<file path="config.mk">
export PLATFORM = sky130hd
export DESIGN_NAME = mdio_master
export DESIGN_NICKNAME = d
export VERILOG_FILES = /design/src/rtl/mdio_pkg.sv /design/src/rtl/mdio_clkgen.sv /design/src/rtl/mdio_txshift.sv /design/src/rtl/mdio_rxshift.sv /design/src/rtl/mdio_master.sv
export SDC_FILE = /design/constraint.sdc
export NUM_CORES = 1
export LEC_CHECK = 0
export ABC_CLOCK_PERIOD_IN_PS = 6100
export CAP_MARGIN = 20
export CORE_UTILIZATION = 50
export CTS_BUF_LIST = sky130_fd_sc_hd__clkbuf_4 sky130_fd_sc_hd__clkbuf_8
export DETAILED_ROUTE_END_ITERATION = 12
export GPL_TIMING_DRIVEN = 0
export PLACE_DENSITY_LB_ADDON = 0.15
export SYNTH_ARGS = -nofsm -noshare
export SYNTH_HDL_FRONTEND = slang
export SYNTH_SLANG_ARGS = --single-unit
</file>
<file path="constraint.sdc">
create_clock -name clk -period 6.1 [get_ports clk]
set_clock_uncertainty 0.1 [all_clocks]
set_input_delay 0.915 -clock clk [delete_from_list [all_inputs] [get_ports clk]]
set_output_delay 0.915 -clock clk [all_outputs]
set_load 0.05 [all_outputs]
</file>
<file path="src/rtl/mdio_pkg.sv">
package mdio_pkg;
    typedef enum logic [2:0] {
        ST_IDLE     = 3'd0,
        ST_PREAMBLE = 3'd1,
        ST_COMMAND  = 3'd2,
        ST_CAPTURE  = 3'd3,
        ST_TRAILER  = 3'd4,
        ST_FINISH   = 3'd5
    } mdio_state_e;

    localparam int PRE_LEN   = 32;
    localparam int RD_CMD    = 16;
    localparam int WR_CMD    = 32;
    localparam int RD_RX     = 19;
    localparam int WR_TAIL   = 2;
    localparam int DATA_W    = 16;
    localparam int ADDR_W    = 5;
endpackage

</file>
<file path="src/rtl/mdio_clkgen.sv">
module mdio_clkgen #(
    parameter int DIV = 20
) (
    input  logic clk,
    input  logic rst_n,
    input  logic run,
    output logic mdc,
    output logic sample_tick,
    output logic end_tick
);
    localparam int HALF = DIV / 2;
    localparam int CW   = $clog2(DIV);

    logic [CW-1:0] cnt;

    assign sample_tick = run && (cnt == CW'(HALF - 1));
    assign end_tick    = run && (cnt == CW'(DIV - 1));

    always_ff @(posedge clk or negedge rst_n) begin
        if (!rst_n) begin
            cnt <= '0;
            mdc <= 1'b0;
        end else if (!run) begin
            cnt <= '0;
            mdc <= 1'b0;
        end else begin
            cnt <= end_tick ? '0 : cnt + 1'b1;
            if (sample_tick)
                mdc <= 1'b1;
            else if (end_tick)
                mdc <= 1'b0;
        end
    end


    sample_before_rise_chk: assert property (@(posedge clk) disable iff (!rst_n)
        sample_tick |=> $rose(mdc));
endmodule

</file>
<file path="src/rtl/mdio_txshift.sv">
module mdio_txshift #(
    parameter int W = 32
) (
    input  logic         clk,
    input  logic         rst_n,
    input  logic         load,
    input  logic [W-1:0] din,
    input  logic         shift,
    output logic         msb
);
    logic [W-1:0] sh;

    always_ff @(posedge clk or negedge rst_n) begin
        if (!rst_n)
            sh <= '0;
        else if (load)
            sh <= din;
        else if (shift)
            sh <= {sh[W-2:0], 1'b0};
    end

    assign msb = sh[W-1];
endmodule

</file>
<file path="src/rtl/mdio_rxshift.sv">
module mdio_rxshift #(
    parameter int W    = 19,
    parameter int OUTW = 16
) (
    input  logic            clk,
    input  logic            rst_n,
    input  logic            clear,
    input  logic            en,
    input  logic            bit_in,
    output logic [OUTW-1:0] word
);
    logic [W-1:0] sh;

    always_ff @(posedge clk or negedge rst_n) begin
        if (!rst_n)
            sh <= '0;
        else if (clear)
            sh <= '0;
        else if (en)
            sh <= {sh[W-2:0], bit_in};
    end

    // drop the final idle sample (bit 0) and the leading turnaround samples
    assign word = sh[OUTW:1];
endmodule

</file>
<file path="src/rtl/mdio_master.sv">
module mdio_master
    import mdio_pkg::*;
#(
    parameter int DIV = 20
) (
    input  logic        clk,
    input  logic        rst_n,
    input  logic        start,
    input  logic        rd_not_wr,
    input  logic [4:0]  phy_addr,
    input  logic [4:0]  reg_addr,
    input  logic [15:0] wdata,
    input  logic        preamble_en,
    output logic        busy,
    output logic        done,
    output logic [15:0] rdata,
    output logic        mdc,
    output logic        mdio_o,
    output logic        mdio_oe,
    input  logic        mdio_i
);
    localparam int CYC_W = $clog2(PRE_LEN + 1);

    mdio_state_e state, nxt;
    logic [CYC_W-1:0] cyc;
    logic [CYC_W-1:0] phase_len;
    logic             is_rd;
    logic             run;
    logic             sample_tick;
    logic             end_tick;
    logic             last_cyc;
    logic             accept;
    logic             tx_msb;
    logic [WR_CMD-1:0] cmd_word;
    logic [DATA_W-1:0] rx_word;

    assign accept = (state == ST_IDLE) && start;
    assign run    = (state == ST_PREAMBLE) || (state == ST_COMMAND) ||
                    (state == ST_CAPTURE)  || (state == ST_TRAILER);

    // command word, left aligned; a read uses its top 16 bits only
    always_comb begin
        if (rd_not_wr)
            cmd_word = {2'b11, 2'b01, 2'b10, phy_addr, reg_addr, 16'h0000};
        else
            cmd_word = {2'b01, 2'b01, phy_addr, reg_addr, 2'b10, wdata};
    end

    mdio_clkgen #(.DIV(DIV)) u_clkgen (
        .clk         (clk),
        .rst_n       (rst_n),
        .run         (run),
        .mdc         (mdc),
        .sample_tick (sample_tick),
        .end_tick    (end_tick)
    );

    mdio_txshift #(.W(WR_CMD)) u_tx (
        .clk   (clk),
        .rst_n (rst_n),
        .load  (accept),
        .din   (cmd_word),
        .shift ((state == ST_COMMAND) && end_tick),
        .msb   (tx_msb)
    );

    mdio_rxshift #(.W(RD_RX), .OUTW(DATA_W)) u_rx (
        .clk    (clk),
        .rst_n  (rst_n),
        .clear  (accept),
        .en     ((state == ST_CAPTURE) && sample_tick),
        .bit_in (mdio_i),
        .word   (rx_word)
    );

    // length of the current phase in MDC cycles
    always_comb begin
        unique case (state)
            ST_PREAMBLE: phase_len = CYC_W'(PRE_LEN);
            ST_COMMAND:  phase_len = is_rd ? CYC_W'(RD_CMD) : CYC_W'(WR_CMD);
            ST_CAPTURE:  phase_len = CYC_W'(RD_RX);
            ST_TRAILER:  phase_len = CYC_W'(WR_TAIL);
            default:     phase_len = CYC_W'(1);
        endcase
    end

    assign last_cyc = end_tick && (cyc == phase_len - 1'b1);

    // next-state logic
    always_comb begin
        nxt = state;
        unique case (state)
            ST_IDLE:     if (start) nxt = preamble_en ? ST_PREAMBLE : ST_COMMAND;
            ST_PREAMBLE: if (last_cyc) nxt = ST_COMMAND;
            ST_COMMAND:  if (last_cyc) nxt = is_rd ? ST_CAPTURE : ST_TRAILER;
            ST_CAPTURE:  if (last_cyc) nxt = ST_FINISH;
            ST_TRAILER:  if (last_cyc) nxt = ST_FINISH;
            ST_FINISH:   nxt = ST_IDLE;
            default:     nxt = ST_IDLE;
        endcase
    end

    // state register
    always_ff @(posedge clk or negedge rst_n) begin
        if (!rst_n)
            state <= ST_IDLE;
        else
            state <= nxt;
    end

    // transaction datapath registers
    always_ff @(posedge clk or negedge rst_n) begin
        if (!rst_n) begin
            cyc   <= '0;
            is_rd <= 1'b0;
            rdata <= '0;
        end else begin
            if (accept)
                is_rd <= rd_not_wr;
            if (nxt != state)
                cyc <= '0;
            else if (end_tick)
                cyc <= cyc + 1'b1;
            if ((state == ST_CAPTURE) && last_cyc)
                rdata <= rx_word;
        end
    end

    // outputs
    always_comb begin
        mdio_o  = 1'b0;
        mdio_oe = 1'b0;
        unique case (state)
            ST_PREAMBLE: begin
                mdio_o  = 1'b1;
                mdio_oe = 1'b1;
            end
            ST_COMMAND: begin
                mdio_o  = tx_msb;
                mdio_oe = 1'b1;
            end
            default: begin
                mdio_o  = 1'b0;
                mdio_oe = 1'b0;
            end
        endcase
        busy = (state != ST_IDLE);
        done = (state == ST_FINISH);
    end


    mdio_setup_chk: assert property (@(posedge clk) disable iff (!rst_n)
        mdc |-> ($stable(mdio_o) && $stable(mdio_oe)));


    mdc_idle_chk: assert property (@(posedge clk) disable iff (!rst_n)
        !busy |-> !mdc);


    done_pulse_chk: assert property (@(posedge clk) disable iff (!rst_n)
        done |=> (!done && !busy));


    start_ignored_chk: assert property (@(posedge clk) disable iff (!rst_n)
        (busy && !done && start) |=> (busy && $stable(is_rd)));


    release_low_chk: assert property (@(posedge clk) disable iff (!rst_n)
        $fell(mdio_oe) |-> !mdc);
endmodule

</file>
# [Word-level counts from Yosys, hierarchy flattened]
# Index checks and enable logic that the tools add are counted.
[word_totals] out_inout_bits=21 inputBits=32 romBits=0 elab_cells=61 latchBits=0 ramBits=0 regBits=81 mem_count=0
[op_classes] n_div=0 n_reduce_logical=17 n_bitwise=0 n_mux=23 magnitude_cmp=0 n_shift=0 addsub=3 mul=0 eq_ne=10
[ops] operator="$mux 32" n=3
[ops] operator="$mux 17" n=2
[ops] operator="$pmux 6 s4" n=1
[ops] operator="$mux 6" n=3
[ops] operator="$mux 3" n=5
[ops] operator="$pmux 3 s4" n=1
[ops] operator="$mux 5" n=2
[ops] operator="$logic_and 1x1->1" n=7
[ops] operator="$add 6x1->6 const B" n=1
[ops] operator="$eq 3x2->1 const B" n=2
[ops] operator="$eq 3x3->1 const B" n=2
[ops] operator="$eq 6x6->1" n=1
[ops] operator="$reduce_bool 2->1" n=3
[ops] operator="$sub 6x1->6 const B" n=1
[ops] operator="$add 5x1->5 const B" n=1
[ops] operator="$eq 5x4->1 const B" n=1
[ops] operator="$eq 5x5->1 const B" n=1
[ops] operator="$mux 1" n=4
[ops] operator="$reduce_or 2->1" n=2
[ops] operator="$eq 3x1->1 const B" n=1
[ops] operator="$logic_not 3->1" n=1
[ops] operator="$logic_or 1x1->1" n=3
[ops] operator="$ne 3x3->1" n=1
[ops] operator="$ne 3x3->1 const B" n=1
[ops] operator="other kinds (3)" n=3

# [Depth between registers and ports, before layout]
# Gate-level depths: netlist (run 1).
[depth] depth_word=10 ltp_mapped=13 mapped_depth_nobuf=11

# [Cells and area by module]
# Synthesis (run 1) repeated with hierarchy kept, for this count alone.
[hier_totals] cells_unflattened=394 hier_area_um2=4289.1
[modules_own_cells] mod="mdio_master" cells_each=153 seq_area_each_um2=650.6 area_per_inst_um2=1647.8 instances=1
[modules_own_cells] mod="mdio_txshift" cells_each=139 seq_area_each_um2=800.8 area_per_inst_um2=1512.7 instances=1
[modules_own_cells] mod="mdio_rxshift" cells_each=71 seq_area_each_um2=425.4 area_per_inst_um2=819.5 instances=1
[modules_own_cells] mod="mdio_clkgen" cells_each=31 seq_area_each_um2=150.1 area_per_inst_um2=309.0 instances=1

# [Worst setup path after synthesis (run 1)]
# Ideal clock, no wire load.
[synth_timing] path_type="register to register" start="reg state[1]" end="reg rdata[10]" arrival_time_ps=3065 setup_ps=125 n_path_buf=3 required_ps=5875 setup_slack_ps=2810 stages_incl_launch_ff=14 period_less_slack_ps=3290 cell_sequence="dfrtp_1 buf_4 nor3_2 inv_1 nand2_2 nor2_1 ha_1 or3_1 a211o_1 a21oi_2 and4_1 buf_6 buf_12 mux2_4"
[synth_between] elab_chain_cells=7 word_cells_on_any_way=13 cone_classes="add/sub (1); eq/ne (5); mux (1); reduce/logical (6)"
[synth_lines] element="start: declaration" line="mdio_master.sv:24" text="mdio_state_e state, nxt;"
[synth_lines] element="start signal: assignment" line="mdio_master.sv:108" text="state <= nxt;"
[synth_lines] element="parallel branches: the longest is 6 deep, another holds $sub 6x1->6"
[synth_lines] element="$logic_and 1x1->1 (*)" line="mdio_master.sv:124" text="if ((state == ST_CAPTURE) && last_cyc)"
[synth_lines] element="end signal: assignment" line="mdio_master.sv:125" text="rdata <= rx_word;"
[synth_lines] element="end: declaration" line="mdio_master.sv:16" text="output logic [15:0] rdata,"
# Every way passes the cells marked *.
# A chain may end at the register's enable or synchronous reset.

# [Final worst setup path (run 1)]
[layout_timing] start="reg state[1]" end="reg rdata[14]"
# The elaborated chain is that of the path after synthesis.

==> out/qor.txt, run 1 <==
Residual DRC -> 0
max-cap viol count -> 0
post-synth cell types -> 51
Static Leak -> 2.22 nW
GRT overflow -> 0
post-synthesis adder-cell area fraction -> 0.0131
clock tree buffer depth -> 2
initial antenna violation count -> 0
crit end category -> flop
busiest grt layer -> met2
first-pass GRT wire length -> 12800 um
Rows -> 31
Ports -> 53
gp weighted congestion -> 0.816
Synth Flop Type -> dfrtp_1
initial DRC count -> 150
ys async rst share -> 1.00
sequential share of power -> 0.523
Max Slew Vio Count -> 0
Cells after Synth -> 374
Vias per Instance -> 5.50
WHS -> 0.354 ns
Syn Nets -> 410
Sw Ratio -> 0.224
Post-synth EDFFs -> 0
H-tree Lvls -> 3
Hold Crit Class -> in2async
Slew headroom -> 0.653
Final min period -> 3.39 ns
critical path's top delay family -> simple AND/OR/NAND/NOR gates
NetSw -> 0.230 mW
worst skew pair latency -> 0.36 ns
nets -> 474
largest family of logic cells by synthesized area -> simple AND/OR/NAND/NOR gates
TritonCTS Buffers -> 9
Final ANT Viol Nets -> 0
overall routing resource usage -> 0.211
fin crit share -> 0.555
CP required -> 6.25 ns
CP bufs+invs -> 4
largest net degree at the start of global routing -> 61
critical path class -> reg2reg
mux cell area share after synthesis -> 0.0620
register area share after synthesis -> 0.529
mean post-synth cell area -> 10.2 sq um
Port Buf Inserts -> 52
slowest library cell on the worst path -> dfrtp_1
Routed WL -> 7670 um
area grow syn2layout -> 23.5%
vias in the first global route -> 2788
clock share of power -> 0.439
final worst slack -> 2.71 ns
slowest stage delay, CP -> 0.37 ns
setup TNS -> 0 ns
TritonCTS clock tree -> done
CP Data Arrival Time -> 3.53 ns
Die Y-Extent -> 89.6 um
clock sink count -> 81
post-synth design cell area -> 0.00383 sq mm
layout cells sized above 1 -> 0.115
pwr dens -> 217 mW/mm^2
Initial Util -> 0.523
fmax -> 0.295 GHz
GRT met1 Usage -> 0.285
status -> finished clean
cells along the critical path -> buf_4, nor3_2, inv_1, nand2_2, nor2_1, ha_1, or3_1, a211o_1, a21oi_2, and4_1, buf_6, buf_12, mux2_4
RSZ-0062 raised after global routing -> false
Die Area -> 0.00802 sq mm
Hold Buf Count CTS -> 0
Clock transition at path regs -> 0.09 ns
internal power -> 0.797 mW
Final Util -> 0.646
DR WL/cell -> 14.2 um
ANT cells -> 0
pre-CTS setup slack -> 2.72 ns
Worst-Margin Slew -> 0.519 ns
Yosys reg bits -> 81
Final Hold Viols -> 0
Ys Warns -> 0
FF-to-FF setup slack -> 2.71 ns
post_cts resized -> 0
met2 usage -> 0.332
met3 Resource Use GR -> 0.0462
Power Total -> 1.03 mW
Logic pwr share -> 0.038
VDD IR max -> 0.000127 V
Clock Tree Root -> clkbuf_8
DP Wirelength -> 5550 um
Die Wd -> 89.6 um
Critical Path Fanout Max -> 10
XOR/XNOR Fraction of Synth Area -> 0.0229
post-synthesis compound-gate area fraction -> 0.139
via count -> 2980
drt pass-1 iters -> 5
# setup viols final -> 0
CP Launch Type -> flop
simple-gate share of the synthesized area -> 0.184
postcts setup bufs -> 0
core box area -> 0.00733 sq mm
==> synthesized netlist by cell type (6+ instances only) <==
| master | number | share of area |
|---|---|---|
| dfrtp_1 | 81 | 0.53 |
| nand2_1 | 67 | 0.066 |
| nand3_1 | 25 | 0.033 |
| inv_1 | 21 | 0.021 |
| nor2_1 | 21 | 0.021 |
| a222oi_1 | 15 | 0.039 |
| clkbuf_1 | 14 | 0.014 |
| a31oi_1 | 13 | 0.021 |
| and2_1 | 11 | 0.018 |
| a21oi_1 | 10 | 0.013 |
| mux2_4 | 10 | 0.039 |
| a211oi_1 | 9 | 0.018 |
| o21ai_0 | 7 | 0.0091 |
| mux2_2 | 6 | 0.018 |
| nor3_1 | 6 | 0.0078 |
==> registers in the layout (all words and copies together) (netlist names) <==
| signal | cells |
|---|---|
| u_clkgen.mdc | 1 |
| rdata | 16 |
| state | 3 |
| u_rx.sh | 17 |
| u_clkgen.cnt | 5 |
| u_tx.sh | 32 |
| is_rd | 1 |
| cyc | 6 |
==> power by group through the flow <==
| stage | sequential (mW) | clock [mW] | combinational, mW |
|---|---|---|---|
| 6_report | 0.538 | 0.450 | 0.0390 |
| 4_1_cts | 0.538 | 0.462 | 0.0402 |
| 2_1_floorplan | 0.548 | 0 | 0.00464 |
| 3_5_place_dp | 0.548 | 0 | 0.0401 |
| 3_3_place_gp | 0.548 | 0 | 0.0378 |
| 5_1_grt | 0.538 | 0.485 | 0.0436 |
==> worst register-to-register path: cells and delay by family (launching register included) <==
| family | cells | cell delay [ns] |
|---|---|---|
| and+or+nand+nor | 5 | 1.16 |
| buffers and inverters | 4 | 0.61 |
| adders and majority gates | 1 | 0.24 |
| DFF | 1 | 0.37 |
| AOI/OAI and AO/OA | 2 | 0.51 |
| muxes | 1 | 0.31 |
==> metal layers <==
metal,vias up,wire [um]
met1,1461,3640
met5,-,0
met3,9,318
met2,63,3610
li1,1447,-
met4,0,102
==> stage by stage <==
| step | cells | area, sq um |
|---|---|---|
| 6_report | 542 | 4730 |
| 5_1_grt | 542 | 4730 |
| 4_1_cts | 542 | 4730 |
| 3_5_place_dp | 526 | 4500 |
| 3_3_place_gp | 525 | 4480 |
| 2_1_floorplan | 374 | 3830 |
==> kinds of logic (layout without fill, tap and decap cells) <==
group,Yosys count,in the layout
and+or+nand+nor,150,150
AOI/OAI and AO/OA,69,69
DFF,81,81
adders and majority gates,4,4
buffers and inverters,42,111
xor gates and xnor gates,10,10
muxes,18,18
==> worst paths after layout <==
kind                                        endpoint              startpoint  depth (start not counted)
max in group asynchronous    u_tx.sh[15]$_DFFE_PN0P_                   rst_n                          2
min in group clk              u_rx.sh[1]$_DFFE_PN0P_  u_rx.sh[0]$_DFFE_PN0P_                          2
max reg2reg                    rdata[14]$_DFFE_PN0P_      state[1]$_DFF_PN0_                         13
max                            rdata[14]$_DFFE_PN0P_      state[1]$_DFF_PN0_                         13
min reg2reg                   u_rx.sh[1]$_DFFE_PN0P_  u_rx.sh[0]$_DFFE_PN0P_                          2
min                        u_clkgen.cnt[3]$_DFF_PN0_                   rst_n                          1
==> cell usage in the layout, fill, tap and decap left out, types with 2 or more instances in the layout <==
cell             count
a211oi_1             9
a21oi_1             10
a222oi_1            15
a31oi_1             13
and2_1              11
buf_2                2
buf_4                3
bufinv_16            2
clkbuf_1            14
clkbuf_8             9
clkdlybuf4s50_1     51
dfrtp_1             81
ha_1                 4
inv_1               21
inv_6                3
mux2_2               6
mux2_4              10
mux2i_1              2
nand2_1             67
nand2b_1             3
nand3_1             25
nand3b_1             2
nor2_1              21
nor2b_1              3
nor3_1               6
nor3_2               2
o21ai_0              7
o22a_1               2
or3_1                2
xnor2_1              5
xor2_1               5
==> layout make-up <==
| class | instances | area (sq um) |
|---|---|---|
| fill | 581 | 2600 |
| sequential | 81 | 2030 |
| multi-input combinational | 251 | 1610 |
| timing repair buffer | 53 | 546 |
| clock buffer | 9 | 124 |
| tap | 99 | 124 |
| buffer | 20 | 109 |
| clock inverter | 7 | 106 |
| inverter | 22 | 82.6 |
(Power assumes the default switching activity.)
==> run 2, diff against run 1 <==
--- a/config.mk
+++ b/config.mk
@@ -5,7 +5,7 @@
 export SDC_FILE = /design/constraint.sdc
 export NUM_CORES = 1
 export LEC_CHECK = 0
-export ABC_CLOCK_PERIOD_IN_PS = 6100
+export ABC_CLOCK_PERIOD_IN_PS = 2700
 export CAP_MARGIN = 20
 export CORE_UTILIZATION = 50
 export CTS_BUF_LIST = sky130_fd_sc_hd__clkbuf_4 sky130_fd_sc_hd__clkbuf_8
==> constraint.sdc (replaced) <==
create_clock -name clk -period 2.7 [get_ports clk]
set_clock_uncertainty 0.1 [all_clocks]
set_input_delay 0.405 -clock clk [delete_from_list [all_inputs] [get_ports clk]]
set_output_delay 0.405 -clock clk [all_outputs]
set_load 0.05 [all_outputs]
==> out/qor.txt, run 2 (synthesis gave the netlist of run 1 again) <==
placed cell areas -> 0.00452 sq mm
critical path's top delay family -> simple AND/OR/NAND/NOR gates
Critical Path Fanout Max -> 5
Hold Crit Class -> in2async
failing checks -> setup timing
worst skew pair latency -> 0.35 ns
most flop-heavy register -> u_tx.sh
core box area -> 0.00733 sq mm
Clock transition at path regs -> 0.09 ns
nets -> 503
Static Leak -> 2.40 nW
FF-to-FF setup slack -> -0.24 ns
Power Total -> 2.22 mW
first-pass GRT wire length -> 13600 um
initial antenna violation count -> 0
Crit path top cell by count -> buf_12
Routed WL -> 8310 um
# setup viols final -> 24
Port Buf Inserts -> 52
cells along the critical path -> nor3_4, inv_4, nand2_8, nor2_4, ha_4, or3_1, a211o_1, a21oi_2, and4_1, buf_6, buf_12, buf_12, mux2_4
RSZ-0062 raised after global routing -> true
CP required -> 2.84 ns
Worst-Margin Slew -> 0.688 ns
Rows -> 31
fin area -> 0.00508 sq mm
VDD IR max -> 0.000265 V
Final ANT Viol Nets -> 0
most frequent cells in the layout -> dfrtp_1 (80), nand2_1 (66), clkdlybuf4s50_1 (48)
layout cells sized above 1 -> 0.197
Die Wd -> 89.6 um
fin crit share -> 1.09
drt pass-1 iters -> 5
Die Y-Extent -> 89.6 um
CP bufs+invs -> 4
H-tree Lvls -> 3
initial DRC count -> 186
Clock Tree Root -> clkbuf_8
Die Area -> 0.00802 sq mm
Ports -> 53
largest registers -> u_tx.sh x32, u_rx.sh x17, rdata x16
gp weighted congestion -> 0.898
max FFs per register -> 32
slowest stage delay, CP -> 0.47 ns
number of cells on the worst reg-to-reg path -> 13
ANT cells -> 0
Initial Util -> 0.523
Final Hold Viols -> 0
slowest library cell on the worst path -> dfrtp_2
overall routing resource usage -> 0.225
pwr dens -> 436 mW/mm^2
final worst slack -> -0.243 ns
Critical R2R Capture -> rdata[5]$_DFFE_PN0P_
status -> finished with violations
via count -> 3111
clock sink count -> 81
largest net degree at the start of global routing -> 70
max-cap viol count -> 0
Vias per Instance -> 5.45
CP Launch Type -> flop
vias in the first global route -> 2941
TritonCTS Buffers -> 9
fmax -> 0.340 GHz
Slew headroom -> 0.541
start of the worst register-to-register path -> state[2]$_DFF_PN0_
TritonCTS clock tree -> done
area grow syn2layout -> 32.5%
CP Data Arrival Time -> 3.08 ns
crit end category -> flop
DR WL/cell -> 14.6 um
DP Wirelength -> 5360 um
Max Slew Vio Count -> 0
Final min period -> 2.94 ns
critical path class -> reg2reg
clock tree buffer depth -> 2
commonest non-fill, non-tap cell in the layout -> dfrtp_1
GRT overflow -> 0
Residual DRC -> 0
-- run 2: routing by layer --
layer,vias up,share of wire,global-route usage
li1,1506,-,-
met2,98,0.47,0.353
met3,23,0.047,0.0480
met5,-,0,0
met1,1484,0.46,0.293
met4,0,0.027,0.120
-- run 2: metrics by stage --
| stage | utilization | TNS, ns | hold slack, ns | std cells | worst slack, ns |
|---|---|---|---|---|---|
| global route | 0.693 | -6.52 | 0.353 | 571 | -0.319 |
| global placement | 0.614 | -148.40 | 0.354 | 525 | -1.76 |
| finish | 0.693 | -4.49 | 0.329 | 571 | -0.243 |
| floorplan | - | -1.99 | 0.00941 | 374 | -0.164 |
| detailed placement | 0.617 | -6.58 | 0.170 | 526 | -0.368 |
| CTS | 0.686 | -4.39 | 0.319 | 570 | -0.276 |
-- run 2: what timing repair did --
item	4_1_cts	5_1_grt
hold buffers	1	0
pin swaps	9	11
endpoints found under the setup margin	26	28
setup buffers	26	2
hold endpoints to repair	12	0
gates cloned	1	0
gates resized for setup	19	12
-- run 2: where the power goes --
group,switching (mW),internal (mW),total (mW)
combinational,0.0409,0.0490,0.0899
sequential,0.000962,1.21,1.21
clock,0.473,0.439,0.912
total,0.515,1.70,2.22
-- run 2: how the worst max path moves through the flow --
stage | startpoint | end | cells after the start
3_5_place_dp | state[1]$_DFF_PN0_ | rdata[12]$_DFFE_PN0P_ | 13
3_3_place_gp | rst_n | u_tx.sh[13]$_DFFE_PN0P_ | 1
6_report | state[2]$_DFF_PN0_ | rdata[5]$_DFFE_PN0P_ | 13
5_1_grt | state[1]$_DFF_PN0_ | rdata[5]$_DFFE_PN0P_ | 14
2_1_floorplan | state[1]$_DFF_PN0_ | rdata[10]$_DFFE_PN0P_ | 13
4_1_cts | state[1]$_DFF_PN0_ | rdata[5]$_DFFE_PN0P_ | 14
-- run 2: worst register-to-register path, cell delays in order (launching register included) --
cell and delay (ns):
dfrtp_2 0.47, nor3_4 0.25, inv_4 0.08, nand2_8 0.07, nor2_4 0.04, ha_4 0.16
or3_1 0.30, a211o_1 0.30, a21oi_2 0.13, and4_1 0.25, buf_6 0.16, buf_12 0.11
buf_12 0.11, mux2_4 0.29
-- run 2: cell type report --
| type | instances | area [sq um] |
|---|---|---|
| plain buffers | 19 | 116 |
| clock buffers | 9 | 124 |
| clock inverters | 7 | 77.6 |
| fillers | 551 | 2250 |
| inverters | 22 | 90.1 |
| multi-input cells | 251 | 1710 |
| flip-flops and latches | 81 | 2030 |
| well taps | 99 | 124 |
| repair buffers | 83 | 812 |
